$ cat src/rtl/fifo_rt_pkg.sv
`timescale 1ns/1ps
// Shared configuration types for the rewindable FIFO.
package fifo_rt_pkg;
    typedef enum logic { MODE_STD = 1'b0, MODE_FWFT = 1'b1 } out_mode_e;
    typedef enum logic { LAT_ZERO = 1'b0, LAT_NORMAL = 1'b1 } rt_lat_e;

    typedef struct packed {
        out_mode_e mode;
        rt_lat_e   lat;
    } fifo_cfg_t;
endpackage

$ cat src/rtl/fifo_rt_cfg.sv
`timescale 1ns/1ps
// Configuration and offset registers.
// The mode and latency are captured only at master reset. The offsets get
// their defaults at master reset and are reloaded through a parallel port.
// This block has no partial-reset input, so its state survives partial reset.
module fifo_rt_cfg
    import fifo_rt_pkg::*;
#(
    parameter int AW      = 4,
    parameter int PAE_DEF = 2,
    parameter int PAF_DEF = 2
) (
    input  logic          clk,
    input  logic          mrst_n,
    input  logic          cfg_fwft,
    input  logic          cfg_rtlat,
    input  logic          ofs_ld_n,
    input  logic          ofs_sel,
    input  logic [AW-1:0] ofs_val,
    output fifo_cfg_t     cfg_q,
    output logic [AW-1:0] pae_ofs,
    output logic [AW-1:0] paf_ofs
);
    localparam logic [AW-1:0] PAE_INIT = AW'(PAE_DEF);
    localparam logic [AW-1:0] PAF_INIT = AW'(PAF_DEF);

    // Capture the configuration at master reset and accept offset loads.
    always_ff @(posedge clk) begin
        if (!mrst_n) begin
            cfg_q.mode <= out_mode_e'(cfg_fwft);
            cfg_q.lat  <= rt_lat_e'(cfg_rtlat);
            pae_ofs    <= PAE_INIT;
            paf_ofs    <= PAF_INIT;
        end else if (!ofs_ld_n) begin
            if (ofs_sel) paf_ofs <= ofs_val;
            else         pae_ofs <= ofs_val;
        end
    end
endmodule

$ cat src/rtl/fifo_rt_ram.sv
`timescale 1ns/1ps
// Storage array: one synchronous write port and one combinational read port.
// The read value is registered by the caller.
module fifo_rt_ram #(
    parameter int DW = 18,
    parameter int AW = 4
) (
    input  logic          clk,
    input  logic          we,
    input  logic [AW-1:0] waddr,
    input  logic [DW-1:0] wdata,
    input  logic [AW-1:0] raddr,
    output logic [DW-1:0] rd_q
);
    localparam int DEPTH = 1 << AW;

    logic [DW-1:0] mem [DEPTH];

    // Store the incoming word when a write is granted.
    always_ff @(posedge clk) begin
        if (we) mem[waddr] <= wdata;
    end

    // Present the addressed word without a clock.
    assign rd_q = mem[raddr];
endmodule

$ cat src/rtl/fifo_rt_flags.sv
`timescale 1ns/1ps
// Threshold flags derived from the storage level. All flags are active low.
// The level is assumed to lie between 0 and DEPTH.
module fifo_rt_flags #(
    parameter int AW = 4
) (
    input  logic [AW:0]   lvl,
    input  logic [AW-1:0] pae_ofs,
    input  logic [AW-1:0] paf_ofs,
    output logic          pae,
    output logic          paf,
    output logic          hf
);
    localparam logic [AW:0] DEPTH_L = {1'b1, {AW{1'b0}}};
    localparam logic [AW:0] HALF_L  = DEPTH_L >> 1;

    logic [AW:0] paf_thr;

    // Compare the level against the near-empty, near-full and midpoint limits.
    always_comb begin
        paf_thr = DEPTH_L - {1'b0, paf_ofs};
        pae     = ~(lvl <= {1'b0, pae_ofs});
        paf     = ~(lvl >= paf_thr);
        hf      = ~(lvl > HALF_L);
    end
endmodule

$ cat src/rtl/fifo_rt.sv
`timescale 1ns/1ps
// Rewindable synchronous FIFO, top level.
// Assumes one clock for both ports. A rewind replays the words written since
// the last reset, up to DEPTH of them. mrst_n is synchronous; prst_n is
// asynchronous and leaves the configuration registers alone.
module fifo_rt
    import fifo_rt_pkg::*;
#(
    parameter int DW        = 18,
    parameter int AW        = 4,
    parameter int SETUP_CYC = 2,
    parameter int PAE_DEF   = 2,
    parameter int PAF_DEF   = 2
) (
    input  logic          clk,
    input  logic          mrst_n,
    input  logic          prst_n,
    input  logic          cfg_fwft,
    input  logic          cfg_rtlat,
    input  logic          wr_n,
    input  logic [DW-1:0] wdata,
    input  logic          rd_n,
    input  logic          rt_n,
    input  logic          ofs_ld_n,
    input  logic          ofs_sel,
    input  logic [AW-1:0] ofs_val,
    output logic [DW-1:0] rdata,
    output logic          rd_stat,
    output logic          wr_stat,
    output logic          pae,
    output logic          paf,
    output logic          hf
);
    localparam int          CW      = $clog2(SETUP_CYC + 1);
    localparam logic [AW:0] DEPTH_L = {1'b1, {AW{1'b0}}};
    localparam logic [CW-1:0] SETUP_INIT = CW'(SETUP_CYC);

    fifo_cfg_t     cfg_q;
    logic [AW-1:0] pae_ofs, paf_ofs;
    logic [AW:0]   wptr, rptr, lvl, lvl_rt, base_ptr;
    logic [CW-1:0] setup_cnt;
    logic          out_vld;
    logic          is_fwft, zero_lat, in_setup;
    logic          rt_req, do_wr, std_rd, take, fw_load, zl_load;
    logic [AW-1:0] raddr;
    logic [DW-1:0] ram_q;

    fifo_rt_cfg #(.AW(AW), .PAE_DEF(PAE_DEF), .PAF_DEF(PAF_DEF)) u_cfg (
        .clk      (clk),
        .mrst_n   (mrst_n),
        .cfg_fwft (cfg_fwft),
        .cfg_rtlat(cfg_rtlat),
        .ofs_ld_n (ofs_ld_n),
        .ofs_sel  (ofs_sel),
        .ofs_val  (ofs_val),
        .cfg_q    (cfg_q),
        .pae_ofs  (pae_ofs),
        .paf_ofs  (paf_ofs)
    );

    fifo_rt_ram #(.DW(DW), .AW(AW)) u_ram (
        .clk  (clk),
        .we   (do_wr),
        .waddr(wptr[AW-1:0]),
        .wdata(wdata),
        .raddr(raddr),
        .rd_q (ram_q)
    );

    fifo_rt_flags #(.AW(AW)) u_flags (
        .lvl    (lvl),
        .pae_ofs(pae_ofs),
        .paf_ofs(paf_ofs),
        .pae    (pae),
        .paf    (paf),
        .hf     (hf)
    );

    // Decode the configuration, the level and this cycle's grants.
    always_comb begin
        is_fwft  = (cfg_q.mode == MODE_FWFT);
        zero_lat = (cfg_q.lat == LAT_ZERO);
        in_setup = (setup_cnt != '0);
        lvl      = wptr - rptr;
        lvl_rt   = (wptr[AW] && (wptr[AW-1:0] == '0)) ? DEPTH_L
                                                      : {1'b0, wptr[AW-1:0]};
        base_ptr = wptr - lvl_rt;
        rt_req   = !rt_n && !in_setup;
        do_wr    = !wr_n && (lvl != DEPTH_L);
        std_rd   = !is_fwft && !rd_n && (lvl != '0) && !in_setup && !rt_req;
        take     = is_fwft && out_vld && !rd_n && !rt_req;
        fw_load  = is_fwft && !in_setup && !rt_req && (lvl != '0)
                   && (!out_vld || take);
        zl_load  = rt_req && zero_lat && (lvl_rt != '0);
        raddr    = zl_load ? base_ptr[AW-1:0] : rptr[AW-1:0];
    end

    // Advance the pointers, rewind on request and count down the setup window.
    always_ff @(posedge clk or negedge prst_n) begin
        if (!prst_n) begin
            wptr      <= '0;
            rptr      <= '0;
            setup_cnt <= '0;
        end else if (!mrst_n) begin
            wptr      <= '0;
            rptr      <= '0;
            setup_cnt <= '0;
        end else begin
            if (do_wr) wptr <= wptr + 1'b1;
            if (rt_req) begin
                rptr      <= zl_load ? base_ptr + 1'b1 : base_ptr;
                setup_cnt <= zero_lat ? '0 : SETUP_INIT;
            end else begin
                if (in_setup)          setup_cnt <= setup_cnt - 1'b1;
                if (std_rd || fw_load) rptr      <= rptr + 1'b1;
            end
        end
    end

    // Update the registered output word and its valid bit.
    always_ff @(posedge clk or negedge prst_n) begin
        if (!prst_n) begin
            rdata   <= '0;
            out_vld <= 1'b0;
        end else if (!mrst_n) begin
            rdata   <= '0;
            out_vld <= 1'b0;
        end else if (rt_req) begin
            if (zl_load) rdata <= ram_q;
            out_vld <= zl_load;
        end else if (std_rd || fw_load) begin
            rdata   <= ram_q;
            out_vld <= 1'b1;
        end else if (take) begin
            out_vld <= 1'b0;
        end
    end

    // Drive the status pins with the meaning the current mode gives them.
    always_comb begin
        if (is_fwft) begin
            rd_stat = !out_vld;
            wr_stat = (lvl == DEPTH_L);
        end else begin
            rd_stat = (lvl != '0) && !in_setup;
            wr_stat = (lvl != DEPTH_L);
        end
    end
endmodule

$ cat config.mk
export PLATFORM = sky130hd
export DESIGN_NAME = fifo_rt
export DESIGN_NICKNAME = d
export VERILOG_FILES = /design/src/rtl/fifo_rt_pkg.sv /design/src/rtl/fifo_rt_cfg.sv /design/src/rtl/fifo_rt_ram.sv /design/src/rtl/fifo_rt_flags.sv /design/src/rtl/fifo_rt.sv
export SDC_FILE = /design/constraint.sdc
export NUM_CORES = 1
export LEC_CHECK = 0
export ABC_CLOCK_PERIOD_IN_PS = 4200
export BUFFER_PORTS_ARGS = -buffer_cell sky130_fd_sc_hd__buf_2
export CAP_MARGIN = 20
export CORE_MARGIN = 1.5
export CORE_UTILIZATION = 40
export DETAILED_ROUTE_END_ITERATION = 10
export PLACE_DENSITY_LB_ADDON = 0.3
export REMOVE_ABC_BUFFERS = 1
export SYNTH_ARGS = -nofsm -noshare
export SYNTH_HDL_FRONTEND = slang
export SYNTH_HIERARCHICAL = 1
export SYNTH_SLANG_ARGS = --single-unit
$ cat constraint.sdc
create_clock -name clk -period 4.2 [get_ports clk]
set_input_delay 0.84 -clock clk [delete_from_list [all_inputs] [get_ports clk]]
set_output_delay 0.84 -clock clk [all_outputs]
set_load 0.05 [all_outputs]
# == Yosys cells after proc, flatten, opt, wreduce, memory -nomap -nowiden ==
# Memory sizes are Yosys's and may differ from the RTL's.
# Index checks and enable logic that the tools add are counted.
# W data, S select, Z words.
# totals
ff_bits,41
mem_bits_rw,288
out_inout_bits,23
word_cells,90
memories,1
# classes
add_sub_neg,7
magnitude_cmp,3
eq_ne,7
mux,24
bitwise,6
n_reduce_logical,33
# mem_list
name,words,word_bits,read_ports,rd_clocked_by_memory_dff,write_ports,line_no,rtl
u_ram.mem,16,18,1,0,1,fifo_rt_ram.sv:17,logic [DW-1:0] mem [DEPTH];
# ops
cell,count
$mux W18,4
$mux W5,7
$logic_and A1 B1 Y1,17
$add A5 B1 Y5 const B,3
$reduce_bool A5 Y1,2
$sub A5 B5 Y5,2
$mux W1,8
$mux W2,4
$logic_not A1 Y1,7
$ne A3 B1 Y1 const B,2
$not A1 Y1,6
$reduce_and A2 Y1,3
$eq A5 B5 Y1 const B,1
$ge A5 B5 Y1,1
$gt A5 B4 Y1 const B,1
$le A5 B4 Y1,1
$ne A5 B5 Y1 const B,1
$sub A5 B4 Y5 const A,1
$logic_not A4 Y1,1
$mux W4,1
$ne A4 B1 Y1 const B,1
$ne A3 B2 Y1 const B,1
$logic_or A1 B1 Y1,2
$ne A2 B1 Y1 const B,1
2 further kinds,2

# == Depth between registers and ports, before layout ==
# Gate-level depths: netlist of run 1.
# depth
word_depth,11
depth_mapped,14

# == By module ==
# Netlist of run 1, hierarchy kept.
# by_module_without_submodules
mod,n_inst,cells_each,area_per_inst_um2,seq_area_each_um2
fifo_rt_ram,1,464,10963.0,8648.3
fifo_rt,1,220,2020.7,775.7
fifo_rt_cfg,1,34,372.9,220.2
fifo_rt_flags,1,36,261.5,0.0

# == Least setup slack after synthesis of run 1 ==
# Ideal clock, no wire load.
# synth_path
path_kind,register -> register
from,register wptr[0]
to,"memory u_ram.mem[0][0], enable pin"
setup_time_ns,0.416
arrival_ns,4.011
t_required_ns,3.784
path_slack_ns,-0.226
path_stages_with_launch,12
path_buffers,0
cell_sequence,dfrtp_1 inv_1 ha_1 inv_1 fa_1 a21o_1 a21oi_2 xnor3_1 inv_1 a21oi_2 or3b_2 nor3_1
# synth_via
elab_chain_cells,5
# synth_rtl
item,line_no,rtl
start: declaration,fifo_rt.sv:40,"logic [AW:0] wptr, rptr, lvl, lvl_rt, base_ptr;"
start signal: assignment,fifo_rt.sv:109,if (do_wr) wptr <= wptr + 1'b1;
$sub A5 B5 Y5,fifo_rt.sv:84,lvl = wptr - rptr;
named net lvl[4],fifo_rt.sv:40,
$ne A5 B5 Y1,fifo_rt.sv:89,do_wr = !wr_n && (lvl != DEPTH_L);
$logic_and A1 B1 Y1,fifo_rt.sv:89,
named net do_wr,fifo_rt.sv:44,"logic rt_req, do_wr, std_rd, take, fw_load, zl_load;"
$mux W1,fifo_rt_ram.sv:21,if (we) mem[waddr] <= wdata;
$mux W1 (not written as such),fifo_rt_ram.sv:21,
end: declaration,fifo_rt_ram.sv:17,
# The timed path passes the listed nets, and every way through them passes these cells.

# == Worst setup path in the final report of run 1 ==
# layout_path
from,register wptr[0]
to,output port paf
# layout_via
elab_chain_cells,3
# layout_rtl
item,line_no,rtl
$sub A5 B5 Y5,fifo_rt.sv:84,
named net lvl[4],fifo_rt.sv:40,
$ge A5 B5 Y1,fifo_rt_flags.sv:23,paf = ~(lvl >= paf_thr);
$not A1 Y1,fifo_rt_flags.sv:23,
end: declaration,fifo_rt.sv:31,"output logic paf,"
# The timed path passes the listed nets, and every way through them passes these cells.

==> results of run 1 <==
-- cells in the final DEF, fill, tap and decap left out, types with 5 or more instances in the layout --
master,n
nand4_1,6
a21oi_1,13
a22oi_1,36
nor2_1,5
mux4_2,50
nand2_1,78
o21ai_0,9
bufinv_16,5
mux4_1,22
buf_2,53
dfxtp_1,8
dfrtp_1,31
inv_1,24
edfxtp_1,290
nand2b_1,5
ha_1,22
mux2i_1,23
clkinv_2,8
clkinv_1,6
nor2_2,13
buf_4,45
xor2_1,6
clkbuf_16,37
o211ai_1,5
nand3_1,6
-- sequential cells by signal (all words and copies together), names as in the netlist --
name and cells:
setup_cnt 2, u_cfg/paf_ofs 4, u_cfg/cfg_q 2, out_vld 1, rptr 5, wptr 5
rdata 18, u_cfg/pae_ofs 4, u_ram/mem 288
-- metal layers --
metal / part of all wire / wire length [um] / vias to the layer above
met3: 0.051 / 1540 / 33
met2: 0.48 / 14300 / 193
li1: - / - / 3223
met5: 0 / 0 / -
met4: 0.014 / 426 / 0
met1: 0.46 / 13800 / 3773
-- metrics by stage --
stage               instance area (um2)  setup WS (ps)
finish                            16000            200
global route                      16000           7.21
CTS                               16000           42.8
detailed placement                14800            613
global placement                  14800            648
floorplan                         13400          -7160
-- area by class of cell --
cell class,count,area (um2),share of cell area
multi-input cells,367,3760,0.235
well taps,448,561,0.0350
clock inverters,22,250,0.0156
clock buffers,43,988,0.0617
inverters,25,93.8,0.00586
flip-flops and latches,329,9640,0.602
repair buffers,104,718,0.0448
-- power by group --
part           switching, mW  internal, mW  leakage (nW)  total [mW]
combinational           2.04          1.39          2.00        3.43
sequential             0.111          3.82          3.11        3.93
clock                   1.26          2.00         0.616        3.25
total                   3.41          7.20          5.73        10.6
-- cell families after synthesis --
| family | count (synthesis) |
|---|---|
| AND/OR/NAND/NOR | 145 |
| flip-flops | 329 |
| adder cells (fa/ha/maj) | 23 |
| XOR/XNOR | 11 |
| other | 2 |
| multiplexers | 100 |
| buffers and inverters | 58 |
| AO/OA/AOI/OAI | 86 |
-- worst paths after layout --
path | startpoint | endpoint | slack, ps | depth (start not counted)
max in group asynchronous | prst_n | rdata[6]$_DFFE_PN0P_ | 3110 | 1
min reg2reg | u_cfg/pae_ofs[0]$_SDFFE_PN0P_ | u_cfg/pae_ofs[0]$_SDFFE_PN0P_ | 500 | 2
min | prst_n | rdata[13]$_DFFE_PN0P_ | 480 | 1
min in group clk | u_cfg/pae_ofs[0]$_SDFFE_PN0P_ | u_cfg/pae_ofs[0]$_SDFFE_PN0P_ | 500 | 2
max reg2reg | wptr[0]$_DFFE_PN0P_ | u_ram/mem[0][9]$_DFFE_PP_ | 680 | 12
max | wptr[0]$_DFFE_PN0P_ | paf | 200 | 11
-- timing repair --
action | in CTS | in global routing
setup endpoints to repair | 0 | 3
hold endpoints to repair | 0 | 0
gates resized for setup | 0 | 2
==> results.md, run 1 <==
- Final slew viol count: 0
- Met1 usage in global routing: 0.254
- Max-capacitance violation count: 0
- Arrival time at the worst endpoint: 3160 ps
- Post-synth top flop: edfxtp_1
- Most common cell in the netlist: edfxtp_1
- Core Util, Final: 0.478
- Fraction of layout cells with a size suffix above 1: 0.274
- Num ports: 55
- DIE WIDTH: 188 um
- Unrepaired setup endpoints after global routing: false
- Post-route DRC: 0
- Filler instances: 2873
- Inst Count DP: 1273
- Tmin final: 4000 ps
- CP startpoint kind: flip-flop
- PortBufs: 54
- Clock skew: 8.01 ps
- CORE AREA: 0.0335 mm2
- Vias: 7222
- Mapped cell area: 0.0136 mm2
- Setup_tns: 0 ps
- Initial core utilization: 0.406
- Area delta synth->final: 17.6%
- Crit end category: primary output
- Initial antenna violation count: 0
- GRT busiest layer: met2
- Nets@finish: 918
- Simple-Gate Fraction of Synth Area: 0.0497
- Req. time, crit path: 3360 ps
- CTS tree: built
- First-pass GRT wire length: 45500 um
- Vias in the first global route: 7295
- Area leader, netlist: edfxtp_1
- Crit-path max FO: 8
- Fmax: 0.250 GHz
- PwrDens: 662 mW/mm2
- Largest net degree at the start of global routing: 45
- Post-synth top area share: 0.639
- Synth top cells by count: edfxtp_1 (290), nand2_1 (78), mux4_2 (50)
- Synth Area per Inst: 18.1 um2
- WL per Instance: 22.4 um
- DRT iter0 DRCs: 586
- GRT met2 Usage: 0.277
- Setup bufs post-CTS: 0
- CP delay by family, top: adder cells
- Clk sinks: 329
- Diode count: 0
- Pre-antenna DRT Iters: 5
- Htree depth: 2
- Fraction of registers with async set/reset: 0.0942
- Total global routing overflow: 0
- FP Rows: 67
- Total CTS buffers: 36
- Final GP Congestion: 0.768
- Gr usage total: 0.174
- Cell variety after synth: 57
- Max transition margin: 0.351
- Die height: 188 um
- Final worst-path cycle share: 0.952
- Leakage: 5.73 nW
- Multiplexer share of the synthesized area: 0.146
- Final hold viol count: 0
- Via count normalized by instance count: 5.40
- Post-DRT Antenna Nets: 0
- Final hold slack: 483 ps
- Reg clk slew, reported paths: 60 ps
- Die area: 0.0352 mm2
- Fin cells: 1338
- WP buf/inv: 4
- Post-Route WL: 30000 um
- Final setup vio count: 0
- Combinational family with the most area after synthesis: multiplexers
- Worst-margin pin slew: 973 ps
- Top post-synthesis cells by area: edfxtp_1 (64%), mux4_2 (8.3%), dfrtp_1 (5.7%), mux4_1 (4.2%), nand2_1 (2.1%)
- Post-Synth Adder-Cell Area: 0.0217
- Synth Instances: 754
- Hold-fix buffers, CTS: 0
- Synth Warn #: 6
- Complex-gate fraction of the synthesized area: 0.0442
- Critical-path top delay cell: fa_1
- Seq/Total Area, Yosys: 0.708
- CP Class: flip-flop to primary output
- Flops & latches, synth: 329
- Clock Path Buffers: 3
- Number of flops mapped to enable cells by yosys: 290
- CP max stage delay: 400 ps
- Power Total: 10.6 mW
- Worst skew pair latency: 520 ps
- Critical-path cell list: inv_1 > ha_1 > inv_1 > fa_1 > a21o_1 > a21oi_2 > xnor3_1 > inv_2 > ha_1 > a21oi_1 > clkbuf_4
- Status: completed
- HPWL Detailed: 18400 um
- Post-Synth XOR/XNOR Area: 0.00809
- Met3 Usage GRT: 0.0277
- Worst vdd ir: 655 uV
- Worst Hold Class: primary input to asynchronous set/reset pin
- Root cell of the clock tree: clkbuf_16
(Power assumes the default switching activity.)
==> inputs of run 2 (changes only) <==
--- a/config.mk
+++ b/config.mk
@@ -8,6 +8,8 @@
 export ABC_CLOCK_PERIOD_IN_PS = 4200
 export BUFFER_PORTS_ARGS = -buffer_cell sky130_fd_sc_hd__buf_2
 export CAP_MARGIN = 20
+export CELL_PAD_IN_SITES_DETAIL_PLACEMENT = 2
+export CELL_PAD_IN_SITES_GLOBAL_PLACEMENT = 2
 export CORE_MARGIN = 1.5
 export CORE_UTILIZATION = 40
 export DETAILED_ROUTE_END_ITERATION = 10
==> run 2 against run 1 <==
Power fell by 0.17%; die area did not move; core utilization fell by 0.56 points; routed wire length rose by 21%; first-iteration DRC count fell by 9.9%; maximum frequency fell by 0.85%; flip-flop and latch count did not move; final cell count fell by 0.97%.
==> results.md, run 2 (same netlist as run 1, synthesis figures left out) <==
- Req. time, crit path: 3360 ps
- Critical-path cell list: inv_1 > ha_1 > inv_1 > fa_1 > a21o_1 > a21oi_2 > xnor3_2 > inv_4 > ha_1 > a21oi_1 > buf_4
- Worst vdd ir: 351 uV
- Crit end category: primary output
- Switching part of the total: 0.335
- Post-Route WL: 36300 um
- Hold-fix buffers, CTS: 0
- Leakage: 5.61 nW
- FP Rows: 67
- Sw power: 3.55 mW
- Area delta synth->final: 16.3%
- HPWL Detailed: 22000 um
- Flop2flop setup slack: 490 ps
- Post-DRT Antenna Nets: 0
- GRT met2 Usage: 0.353
- PwrDens: 669 mW/mm2
- Die height: 188 um
- Setup bufs post-CTS: 0
- Met1 usage in global routing: 0.288
- Via count normalized by instance count: 5.63
- Commonest non-fill, non-tap cell in the layout: edfxtp_1
- Diode count: 0
- Final slew viol count: 0
- CP Class: flip-flop to primary output
- CP max stage delay: 400 ps
- Filler instances: 3053
- Gr usage total: 0.210
- Setup slack after layout: 166 ps
- WP buf/inv: 4
- Post-route DRC: 0
- Comb pwr share: 0.332
- Clock skew: 20.6 ps
- Reg clk slew, reported paths: 60 ps
- CP delay by family, top: adder cells
- Die area: 0.0352 mm2
- Vias in the first global route: 8227
- Clock network power share: 0.294
- Worst Hold Class: primary input to asynchronous set/reset pin
- Root cell of the clock tree: clkbuf_16
- Reg2Reg Capture Point: u_ram/mem[0][17]$_DFFE_PP_
- Final worst-path cycle share: 0.960
- Arrival time at the worst endpoint: 3190 ps
- Share of power burned in registers: 0.373
- Worst skew pair latency: 530 ps
- Max transition margin: 0.429
- Largest regs: u_ram/mem: 288 flops, rdata: 18 flops
- Initial core utilization: 0.406
- Cts repair resizes: 1
- Final hold viol count: 0
- WL per Instance: 27.4 um
- Internal power: 7.04 mW
- Critical-path top delay cell: fa_1
- Top reg by flops: u_ram/mem
- First-pass GRT wire length: 54200 um
- Commonest cells after routing, fill and taps aside: edfxtp_1 (290), nand2_1 (78), buf_2 (53)
- Htree depth: 2
- Max-capacitance violation count: 0
- PortBufs: 54
- Final hold slack: 170 ps
- DIE WIDTH: 188 um
- Status: completed
- Tmin final: 4030 ps
- Final GP Congestion: 0.750
- Nets@finish: 906
- Fmax: 0.248 GHz
- Total CTS buffers: 37
- CORE AREA: 0.0335 mm2
- Worst r2r src: wptr[0]$_DFFE_PN0P_
- Worst-margin pin slew: 857 ps
- Num ports: 55
- Final setup vio count: 0
- Clock Path Buffers: 3
- Number of flip-flops in the largest register: 288
- Largest net degree at the start of global routing: 73
- GRT busiest layer: met2
- CTS tree: built
- Fraction of layout cells with a size suffix above 1: 0.259
- Initial antenna violation count: 0
- Worst slack, placed: 394 ps
- Pre-antenna DRT Iters: 7
- Total global routing overflow: 0
- Reg2Reg Depth: 11
- Crit-path max FO: 8
- Met3 Usage GRT: 0.0294
- DRT iter0 DRCs: 528
- Clk sinks: 329
- CP startpoint kind: flip-flop
- Vias: 7460
## run 2: cell count changes in the layout (fill, tap and decap cells not counted), sizes merged
cell and delta:
buf -12, bufinv -2, clkbuf +1, clkinv -1, inv +1
## run 2: area by class of cell
cell class	count	area [um2]	share of cell area
Multi-Input combinational cell	367	3750	0.237
Tap cell	448	561	0.0354
Inverter	25	96.3	0.00608
Sequential cell	329	9640	0.609
Timing Repair Buffer	91	621	0.0392
Clock buffer	45	976	0.0616
Clock inverter	20	181	0.0115
## run 2: stage by stage
stage	setup TNS, ps	std cells	cell area, um2	power [mW]	util
CTS	0	1323	15800	10.7	0.471
detailed placement	0	1258	14600	7.56	0.436
floorplan	-131550	721	13400	6.54	-
global route	-7.83	1325	15800	11.1	0.472
finish	0	1325	15800	10.6	0.472
global placement	0	1258	14600	7.36	0.436
## run 2: power groups by stage
stage	combinational, mW	sequential (mW)	clock, mW
3_5_place_dp	3.53	4.03	0
6_report	3.52	3.96	3.12
4_1_cts	3.55	3.96	3.18
5_1_grt	3.78	3.98	3.29
2_1_floorplan	2.29	4.25	0
3_3_place_gp	3.36	3.99	0
## run 2: worst max-delay path by stage
stage,start,end,cells past startpoint
3_3_place_gp,wptr[0]$_DFFE_PN0P_,u_ram/mem[0][2]$_DFFE_PP_,12
3_5_place_dp,wptr[0]$_DFFE_PN0P_,u_ram/mem[0][1]$_DFFE_PP_,12
4_1_cts,wptr[0]$_DFFE_PN0P_,paf,11
2_1_floorplan,rt_n,rdata[10]$_DFFE_PN0P_,7
6_report,wptr[0]$_DFFE_PN0P_,paf,11
5_1_grt,wptr[0]$_DFFE_PN0P_,paf,11
## run 2: worst register-to-register path, cell delays in order, from the launching register on
cell,delay (ps)
dfrtp_1,380
inv_1,150
ha_1,190
inv_1,50
fa_1,400
xor2_1,420
nand4b_1,260
nand2_4,110
a21oi_2,320
or3b_2,570
nor3_2,150
buf_4,350
## run 2: routing by layer
metal / vias to the layer above / share of wire
met5: - / 0
met4: 0 / 0.023
met3: 49 / 0.046
met2: 210 / 0.49
met1: 3996 / 0.44
li1: 3205 / -
==> inputs of run 3 (changes only) <==
--- a/config.mk
+++ b/config.mk
@@ -10,11 +10,13 @@
 export CAP_MARGIN = 20
 export CELL_PAD_IN_SITES_DETAIL_PLACEMENT = 2
 export CELL_PAD_IN_SITES_GLOBAL_PLACEMENT = 2
+export CORE_ASPECT_RATIO = 2
 export CORE_MARGIN = 1.5
 export CORE_UTILIZATION = 40
 export DETAILED_ROUTE_END_ITERATION = 10
 export PLACE_DENSITY_LB_ADDON = 0.3
 export REMOVE_ABC_BUFFERS = 1
+export SKIP_CTS_REPAIR_TIMING = 1
 export SYNTH_ARGS = -nofsm -noshare
 export SYNTH_HDL_FRONTEND = slang
 export SYNTH_HIERARCHICAL = 1
==> run 3 against run 2 <==
Worst hold slack better by 240 ps; global-route usage is 0.82 points higher; register-to-register slack hardly changed.
==> results.md, run 3 (same netlist as run 1, synthesis figures left out) <==
- Status: completed
- Die height: 264 um
- CP Class: flip-flop to primary output
- DRT iter0 DRCs: 413
- Top reg by flops: u_ram/mem
- Initial antenna violation count: 1
- Clock Path Buffers: 3
- Critical-path top delay cell: dfrtp_1
- Internal power: 6.77 mW
- Number of flip-flops in the largest register: 288
- FP Rows: 95
- Clock network power share: 0.271
- Clock skew: 9.31 ps
- WL per Instance: 28.8 um
- GRT busiest layer: met2
- Nets@finish: 894
- Fraction of layout cells with a size suffix above 1: 0.245
- PortBufs: 54
- Tmin final: 4040 ps
- Worst skew pair latency: 570 ps
- Final hold viol count: 0
- Fin cells: 1298
- Initial core utilization: 0.406
- Crit-path most repeated cell: ha_1
- Die area: 0.0352 mm2
- Clk sinks: 329
- Critical-path cell list: inv_1 > ha_1 > a21oi_1 > nand2_1 > xor2_1 > ha_1 > nand3_1 > o221ai_1 > o31a_1 > buf_2
- Reg clk slew, reported paths: 70 ps
- Max transition margin: 0.371
- CP delay by family, top: compound AO/OA/AOI/OAI gates
- Worst Hold Class: primary input to asynchronous set/reset pin
- Met1 usage in global routing: 0.247
- Fmax: 0.247 GHz
- Leakage: 5.47 nW
- Inst Count DP: 1242
- Worst vdd ir: 404 uV
- Post-route DRC: 0
- Num ports: 55
- Crit-path max FO: 5
- Final GP Congestion: 0.776
- CORE AREA: 0.0335 mm2
- Crit end category: primary output
- CP max stage delay: 460 ps
- WP buf/inv: 2
- First-pass GRT wire length: 55500 um
- Commonest non-fill, non-tap cell in the layout: edfxtp_1
- Max-capacitance violation count: 0
- Area delta synth->final: 14.4%
- Final worst-path cycle share: 0.963
- Met3 Usage GRT: 0.0234
- DIE WIDTH: 133 um
- Post-DRT Antenna Nets: 0
- Final setup vio count: 0
- Largest regs: u_ram/mem: 288 flops, rdata: 18 flops
- Htree depth: 1
- Via count normalized by instance count: 5.71
- Filler instances: 3112
- Gr usage total: 0.219
- Vias in the first global route: 8456
- Comb pwr share: 0.342
- Commonest cells after routing, fill and taps aside: edfxtp_1 (290), nand2_1 (78), buf_2 (53)
- Diode count: 0
- Vias: 7407
- Core Util, Final: 0.465
- Pre-antenna DRT Iters: 4
- Worst-margin pin slew: 944 ps
- Root cell of the clock tree: clkbuf_16
- Switching part of the total: 0.341
- Arrival time at the worst endpoint: 3200 ps
- CTS tree: built
- Final slew viol count: 0
- Final hold slack: 406 ps
- Total CTS buffers: 31
- GRT met2 Usage: 0.408
- Share of power burned in registers: 0.387
- HPWL Detailed: 23400 um
- PwrDens: 659 mW/mm2
- Largest net degree at the start of global routing: 73
- Total global routing overflow: 0
- CP startpoint kind: flip-flop
- Sw power: 3.49 mW
- Post-Route WL: 37400 um
- Req. time, crit path: 3360 ps
## run 3: area by class of cell
type                    count  area, um2  area share
flip-flops and latches    329       9640       0.619
multi-input cells         367       3750       0.241
clock buffers              40        830      0.0532
repair buffers             85        556      0.0357
well taps                 436        546      0.0350
clock inverters            16        156      0.0100
inverters                  25       96.3     0.00618
## run 3: power by group through the flow
stage	Clock (mW)	Combinational [mW]	Sequential, mW
floorplan	0	2.29	4.25
global placement	0	3.33	4.01
detailed placement	0	3.54	4.04
CTS	2.85	3.56	3.97
global route	2.95	3.78	3.99
finish	2.78	3.51	3.97
## run 3: worst paths after layout
path / start / endpoint / slack [ps] / cells after the start
worst max-delay path: rptr[2]$_DFFE_PN0P_ / pae / 160 / 10
max in group asynchronous: prst_n / rdata[0]$_DFFE_PN0P_ / 3190 / 1
worst max register to register: wptr[1]$_DFFE_PN0P_ / u_ram/mem[0][4]$_DFFE_PP_ / 500 / 8
worst min-delay path: prst_n / rdata[7]$_DFFE_PN0P_ / 410 / 1
min in group clk: cfg_rtlat / u_cfg/cfg_q[0]$_DFFE_PN_ / 450 / 1
worst min register to register: u_cfg/paf_ofs[1]$_SDFFE_PN1P_ / u_cfg/paf_ofs[1]$_SDFFE_PN1P_ / 530 / 1
## run 3: worst register-to-register path, cell delays in order (launching register included)
cell      delay, ps
dfrtp_1         600
fa_1            550
xor2_1          400
nand4b_1        250
nand2_4         110
a21oi_2         380
or3b_2          570
nor3_2          140
buf_4           360
## run 3: per-layer routing
metal | vias up | wire length, um
li1 | 3169 | -
met1 | 3969 | 13700
met2 | 191 | 20700
met3 | 76 | 1290
met4 | 2 | 1740
met5 | - | 7
## run 3: metrics by stage
step | setup TNS (ps) | cell area, um2 | power, mW | worst slack [ps]
after floorplan | -131550 | 13400 | 6.54 | -7160
after global placement | 0 | 14600 | 7.34 | 586
after detailed placement | 0 | 14600 | 7.58 | 383
after CTS | -139 | 15600 | 10.4 | -99.6
after global routing | -2.55 | 15600 | 10.7 | -2.55
final | 0 | 15600 | 10.3 | 157
